<file path="config.mk">
export PLATFORM = sky130hd
export DESIGN_NAME = log_unit
export DESIGN_NICKNAME = d
export VERILOG_FILES = /design/src/rtl/log_pkg.sv /design/src/rtl/lead_one_find.sv /design/src/rtl/mant_align.sv /design/src/rtl/sq_step.sv /design/src/rtl/base_scale.sv /design/src/rtl/log_unit.sv
export SDC_FILE = /design/constraint.sdc
export NUM_CORES = 1
export LEC_CHECK = 0
export BUFFER_PORTS_ARGS = -buffer_cell sky130_fd_sc_hd__buf_2
export CAP_MARGIN = 0
export CORE_AREA = 2 2 148 150
export CTS_CLUSTER_DIAMETER = 120
export DETAILED_ROUTE_END_ITERATION = 8
export DIE_AREA = 0 0 150 152
export PLACE_DENSITY = 0.72
export SYNTH_ARGS = -nofsm -noshare
export SYNTH_HDL_FRONTEND = slang
export SYNTH_SLANG_ARGS = --single-unit
</file>
<file path="constraint.sdc">
create_clock -name clk -period 8.7 [get_ports clk]
set_clock_uncertainty 0.15 [all_clocks]
set_input_delay 1.74 -clock clk [delete_from_list [all_inputs] [get_ports clk]]
set_output_delay 1.74 -clock clk [all_outputs]
set_load 0.01 [all_outputs]
</file>
<file path="src/rtl/log_pkg.sv">
package log_pkg;

  typedef enum logic [1:0] {
    OP_ROOT  = 2'b00,
    OP_LOG2  = 2'b01,
    OP_LOG10 = 2'b10,
    OP_LN    = 2'b11
  } op_e;

  typedef enum logic [1:0] {
    ST_IDLE,
    ST_ITER,
    ST_SCALE,
    ST_HOLD
  } state_e;

  localparam real INV_LOG2_10 = 0.30102999566398120;
  localparam real INV_LOG2_E  = 0.69314718055994531;

endpackage

</file>
<file path="src/rtl/lead_one_find.sv">
module lead_one_find #(
  parameter int W  = 16,
  parameter int PW = (W > 1) ? $clog2(W) : 1
) (
  input  logic [W-1:0]  vec,
  output logic [PW-1:0] pos
);
  always_comb begin
    pos = '0;
    for (int i = 0; i < W; i++) begin
      if (vec[i]) pos = PW'(i);
    end
  end
endmodule

</file>
<file path="src/rtl/mant_align.sv">
module mant_align #(
  parameter int W  = 16,
  parameter int MF = 9,
  parameter int PW = (W > 1) ? $clog2(W) : 1
) (
  input  logic [W-1:0]  vec,
  input  logic [PW-1:0] pos,
  output logic [MF:0]   mant
);
  localparam int WW = W + MF;
  logic [WW-1:0] wide;

  always_comb begin
    wide = {vec, {MF{1'b0}}};
    mant = (MF+1)'(wide >> pos);
  end
endmodule

</file>
<file path="src/rtl/sq_step.sv">
module sq_step #(
  parameter int MF = 9
) (
  input  logic [MF:0] y_in,
  output logic        bit_out,
  output logic [MF:0] y_out
);
  localparam int SW = 2*MF + 2;
  logic [SW-1:0] sq;
  logic [MF+1:0] s;

  always_comb begin
    sq      = SW'(y_in) * SW'(y_in);
    s       = (MF+2)'(sq >> MF);
    bit_out = s[MF+1];
    y_out   = bit_out ? s[MF+1:1] : s[MF:0];
  end
endmodule

</file>
<file path="src/rtl/base_scale.sv">
module base_scale #(
  parameter int W  = 16,
  parameter int CW = 16
) (
  input  logic [W-1:0]  val,
  input  logic [CW-1:0] k,
  output logic [W-1:0]  res
);
  logic signed [W+CW:0] prod;

  always_comb begin
    prod = $signed(val) * $signed({1'b0, k});
    res  = W'(prod >>> CW);
  end
endmodule

</file>
<file path="src/rtl/log_unit.sv">
module log_unit
  import log_pkg::*;
#(
  parameter int INT_W  = 8,
  parameter int FRAC_W = 8
) (
  input  logic                      clk,
  input  logic                      rst_n,
  input  logic                      in_valid,
  output logic                      in_ready,
  input  logic [1:0]                in_op,
  input  logic [INT_W+FRAC_W-1:0]   in_data,
  output logic                      out_valid,
  input  logic                      out_ready,
  output logic [INT_W+FRAC_W-1:0]   out_data,
  output logic                      out_err,
  output logic                      done
);
  localparam int  NBITS = INT_W + FRAC_W;
  localparam int  MF    = FRAC_W + 1;
  localparam int  PW    = $clog2(NBITS);
  localparam int  CW    = NBITS;
  localparam int  CNT_W = $clog2(FRAC_W + 1);
  localparam real CSCL  = 2.0 ** CW;
  localparam logic [CW-1:0]    K10     = CW'($rtoi(INV_LOG2_10 * CSCL));
  localparam logic [CW-1:0]    KE      = CW'($rtoi(INV_LOG2_E * CSCL));
  localparam logic [NBITS-1:0] MOST_NEG = {1'b1, {(NBITS-1){1'b0}}};
  localparam logic [CNT_W-1:0] LAST_IT = CNT_W'(FRAC_W - 1);

  state_e             st_q;
  op_e                op_q;
  logic [MF:0]        y_q;
  logic [INT_W-1:0]   kint_q;
  logic [FRAC_W-1:0]  frac_q;
  logic [CNT_W-1:0]   cnt_q;
  logic [NBITS-1:0]   res_q;
  logic               err_q;
  logic               done_q;

  logic [PW-1:0]      lead_pos;
  logic [MF:0]        mant_w;
  logic               fbit_w;
  logic [MF:0]        y_next;
  logic [FRAC_W-1:0]  frac_next;
  logic [NBITS-1:0]   log2_full;
  logic [CW-1:0]      kconst;
  logic [NBITS-1:0]   scaled_w;
  logic [INT_W-1:0]   kint_w;
  logic               bad_in;

  lead_one_find #(.W(NBITS), .PW(PW)) u_lead (
    .vec (in_data),
    .pos (lead_pos)
  );

  mant_align #(.W(NBITS), .MF(MF), .PW(PW)) u_align (
    .vec  (in_data),
    .pos  (lead_pos),
    .mant (mant_w)
  );

  sq_step #(.MF(MF)) u_step (
    .y_in    (y_q),
    .bit_out (fbit_w),
    .y_out   (y_next)
  );

  base_scale #(.W(NBITS), .CW(CW)) u_scale (
    .val (res_q),
    .k   (kconst),
    .res (scaled_w)
  );

  always_comb begin
    kint_w    = INT_W'(lead_pos) - INT_W'(FRAC_W);
    frac_next = {frac_q[FRAC_W-2:0], fbit_w};
    log2_full = {kint_q, frac_next};
    kconst    = (op_q == OP_LN) ? KE : K10;
    bad_in    = (in_data == '0) || (op_e'(in_op) == OP_ROOT);
  end

  always_ff @(posedge clk or negedge rst_n) begin
    if (!rst_n) begin
      st_q   <= ST_IDLE;
      op_q   <= OP_LOG2;
      y_q    <= '0;
      kint_q <= '0;
      frac_q <= '0;
      cnt_q  <= '0;
      res_q  <= '0;
      err_q  <= 1'b0;
      done_q <= 1'b0;
    end else begin
      done_q <= 1'b0;
      unique case (st_q)
        ST_IDLE: begin
          if (in_valid) begin
            op_q <= op_e'(in_op);
            if (bad_in) begin
              res_q  <= MOST_NEG;
              err_q  <= 1'b1;
              done_q <= 1'b1;
              st_q   <= ST_HOLD;
            end else begin
              y_q    <= mant_w;
              kint_q <= kint_w;
              frac_q <= '0;
              cnt_q  <= '0;
              err_q  <= 1'b0;
              st_q   <= ST_ITER;
            end
          end
        end
        ST_ITER: begin
          y_q    <= y_next;
          frac_q <= frac_next;
          cnt_q  <= cnt_q + 1'b1;
          if (cnt_q == LAST_IT) begin
            res_q <= log2_full;
            if (op_q == OP_LOG2) begin
              done_q <= 1'b1;
              st_q   <= ST_HOLD;
            end else begin
              st_q   <= ST_SCALE;
            end
          end
        end
        ST_SCALE: begin
          res_q  <= scaled_w;
          done_q <= 1'b1;
          st_q   <= ST_HOLD;
        end
        ST_HOLD: begin
          if (out_ready) st_q <= ST_IDLE;
        end
        default: st_q <= ST_IDLE;
      endcase
    end
  end

  assign in_ready  = (st_q == ST_IDLE);
  assign out_valid = (st_q == ST_HOLD);
  assign out_data  = res_q;
  assign out_err   = err_q;
  assign done      = done_q;

endmodule

</file>
==> results.md <==
* Min cycle time layout at 6930 ps
* Max-slew headroom at 27.6%
* CTS buffer count at 5
* Hold_buf cts at 0
* Synth unique cells at 77
* Cell count after synthesis at 1201
* # resized after CTS at 0
* DP Wirelength at 20500 µm
* R2R cell count at 19
* CP startpoint: op_q[0]
* Top_reg_cell synth: dfrtp_1
* R2r setup slk at 1770 ps
* Area contributors post-synth: fa_1 (28%), ha_1 (22%), dfrtp_1 (10%)
* Post-DR vias/cell at 5.51
* Worst R2R End: out_data[7]
* Antenna Diode Count at 0
* GRT Residual Overflow at 0
* 1st-iter DRT viols at 402
* Crit Path Category: register to register
* Cell area after synthesis at 11000 µm²
* Ys async rst share at 100%
* Final #Nets at 1584
* Critical R2R Launch: op_q[0]
* RSZ-0062 raised after global routing: false
* Post-synth top cells: inv_1 (236), ha_1 (194), fa_1 (153)
* Post-synth top area cell: fa_1
* Drt first pass iters at 6
* Die X at 150 µm
* Die height at 152 µm
* Initial antenna violation count at 0
* Layout area overhead at 5.07%
* Gpl congestion at 0.872
* Deepest clock path buffer count at 2
* Num Clock Sinks at 47
* Setup violations, final at 0
* Io pins at 42
* Port Buffers at 41
* Hold WC Path Type: register to register
* Slowest cell on crit path: and2_0
* CP peak stage delay at 740 ps
* Site Rows at 54
* Largest delay share family, worst path: adder cells
* Fraction of layout cells with a size suffix above 1 at 7.57%
* Total GRT Usage at 21.9%
* WP buf/inv at 1
* DR DRC count at 0
* Final wirelength at 23900 µm
* Worst Path Max Fanout at 17
* Average wire per standard cell at 15.9 µm
* Worst-margin pin slew at 1090 ps
* Fmax at 144 MHz
* Seq/Total Area, Yosys at 10.7%
* Yosys reg bits at 47
* Reg clk slew, reported paths at 70 ps
* Critical path data arrival time at 6950 ps
* Critical-path cell list: and2_0, nand2_1, fa_1, fa_1, inv_1, fa_1, fa_1, fa_1, fa_1, ha_1, o21a_1, o21ai_0, nand2b_1, a31o_2, a41o_1, a31o_2, xor2_1, a221oi_1, nor3_1
* Largest net degree at the start of global routing at 48
* Clk Latency, worst-skew pair at 290 ps
* Root Buffer: clkbuf_16
* Final Cycle Share at 79.7%
* Vias in the first global route at 8418
* CTS tree: yes
* DRT antenna net count at 0
* Final hold violations at 0
* Synthesis Warnings at 0
* Post-synth EDFFs at 0
* Setup TNS Final at 0 ps
* Vias at 8246
* Worst setup SP type: register
* CTS H-tree lvls at 2
* Core area at 21400 µm²
* Top-count cell post-synth: inv_1
* Avg Cell Area, Syn at 9.19 µm²
* Max cap viols at 0
* Starting Density at 51.7%
* CP dominant cell by count: fa_1
* Slew Limit Fails at 0
* Share of the synthesized area in the top cell type at 27.8%
* Hold slack at 334 ps
* Crit path capture: out_data[7]
* Die ar. at 22800 µm²
* Logic depth of the worst setup path including buffers at 19
* First-pass GRT wire length at 40600 µm
* Status: completed
* Layout Utilization at 54.3%
* Crit end category: register
* Worst endpoint required time at 8710 ps
* Post-CTS setup buffer count at 0
[through the flow]
stage | area [µm²] | cells | setup slack, ps
after floorplan | 11000 | 1204 | 2440
after global placement | 11400 | 1488 | 2010
after detailed placement | 11400 | 1488 | 1820
after CTS | 11600 | 1496 | 1810
after global routing | 11600 | 1496 | 1330
final | 11600 | 1496 | 1770
[worst register-to-register path: cells and delay by family (launching register included)]
kind / cells / cell delay (ps)
DFF: 1 / 580
AOI/OAI and AO/OA: 6 / 1370
xor gates and xnor gates: 1 / 140
adders and majority gates: 7 / 3320
buffers and inverters: 1 / 50
and+or+nand+nor: 4 / 1210
[worst min path at each step]
stage | startpoint | endpoint | slack [ps] | cells after the start
final | frac_q[0] | frac_q[0] | 330 | 2
after global routing | frac_q[6] | frac_q[6] | 370 | 2
after CTS | frac_q[0] | frac_q[0] | 340 | 2
after detailed placement | frac_q[6] | frac_q[6] | 310 | 2
after global placement | frac_q[1] | frac_q[1] | 310 | 2
after floorplan | frac_q[6] | frac_q[6] | 290 | 2
[final cells by class]
class | instances | area, µm²
Fill cell | 1961 | 9760
Multi-Input combinational cell | 879 | 8770
Clock inverter | 2 | 37.5
Clock buffer | 6 | 129
Sequential cell | 47 | 1180
Inverter | 237 | 890
Timing Repair Buffer | 45 | 235
Tap cell | 280 | 350
[state kept, by name, indices dropped and copies added (netlist names)]
name	cells
out_err	1
out_data	16
kint_q	4
cnt_q	4
done	1
frac_q	7
st_q	2
op_q	2
y_q	10
[routing by layer]
metal | global-route usage, % | routed length [µm] | vias to the layer above
met2 | 38.0 | 12000 | 226
met4 | 5.93 | 646 | 0
li1 | - | - | 3971
met5 | 0 | 0 | -
met1 | 29.2 | 10200 | 4005
met3 | 1.83 | 1020 | 44
[logic make-up after synthesis]
logic type               synth area share, %
adder cells (fa/ha/maj)                 49.8
multiplexers                            2.73
other                                 0.0681
buffers and inverters                   9.91
XOR/XNOR                                2.86
flip-flops                              10.7
AND/OR/NAND/NOR                         11.8
AO/OA/AOI/OAI                           12.2
[placed cells by master, fill, tap and decap left out, drive strengths merged, types with 9 or more instances in the layout]
cell type  instances
a21oi             44
ha               194
xor2              11
or2                9
mux2               9
and2              43
buf               45
nor2              49
o21ai             61
nand2             90
nand3             21
mux2i             20
a21o              12
dfrtp             46
fa               153
xnor2             25
nor3              15
inv              237
Power is not shown: default switching activity piles up to over one toggle a cycle in this logic, so the estimate is an artifact.
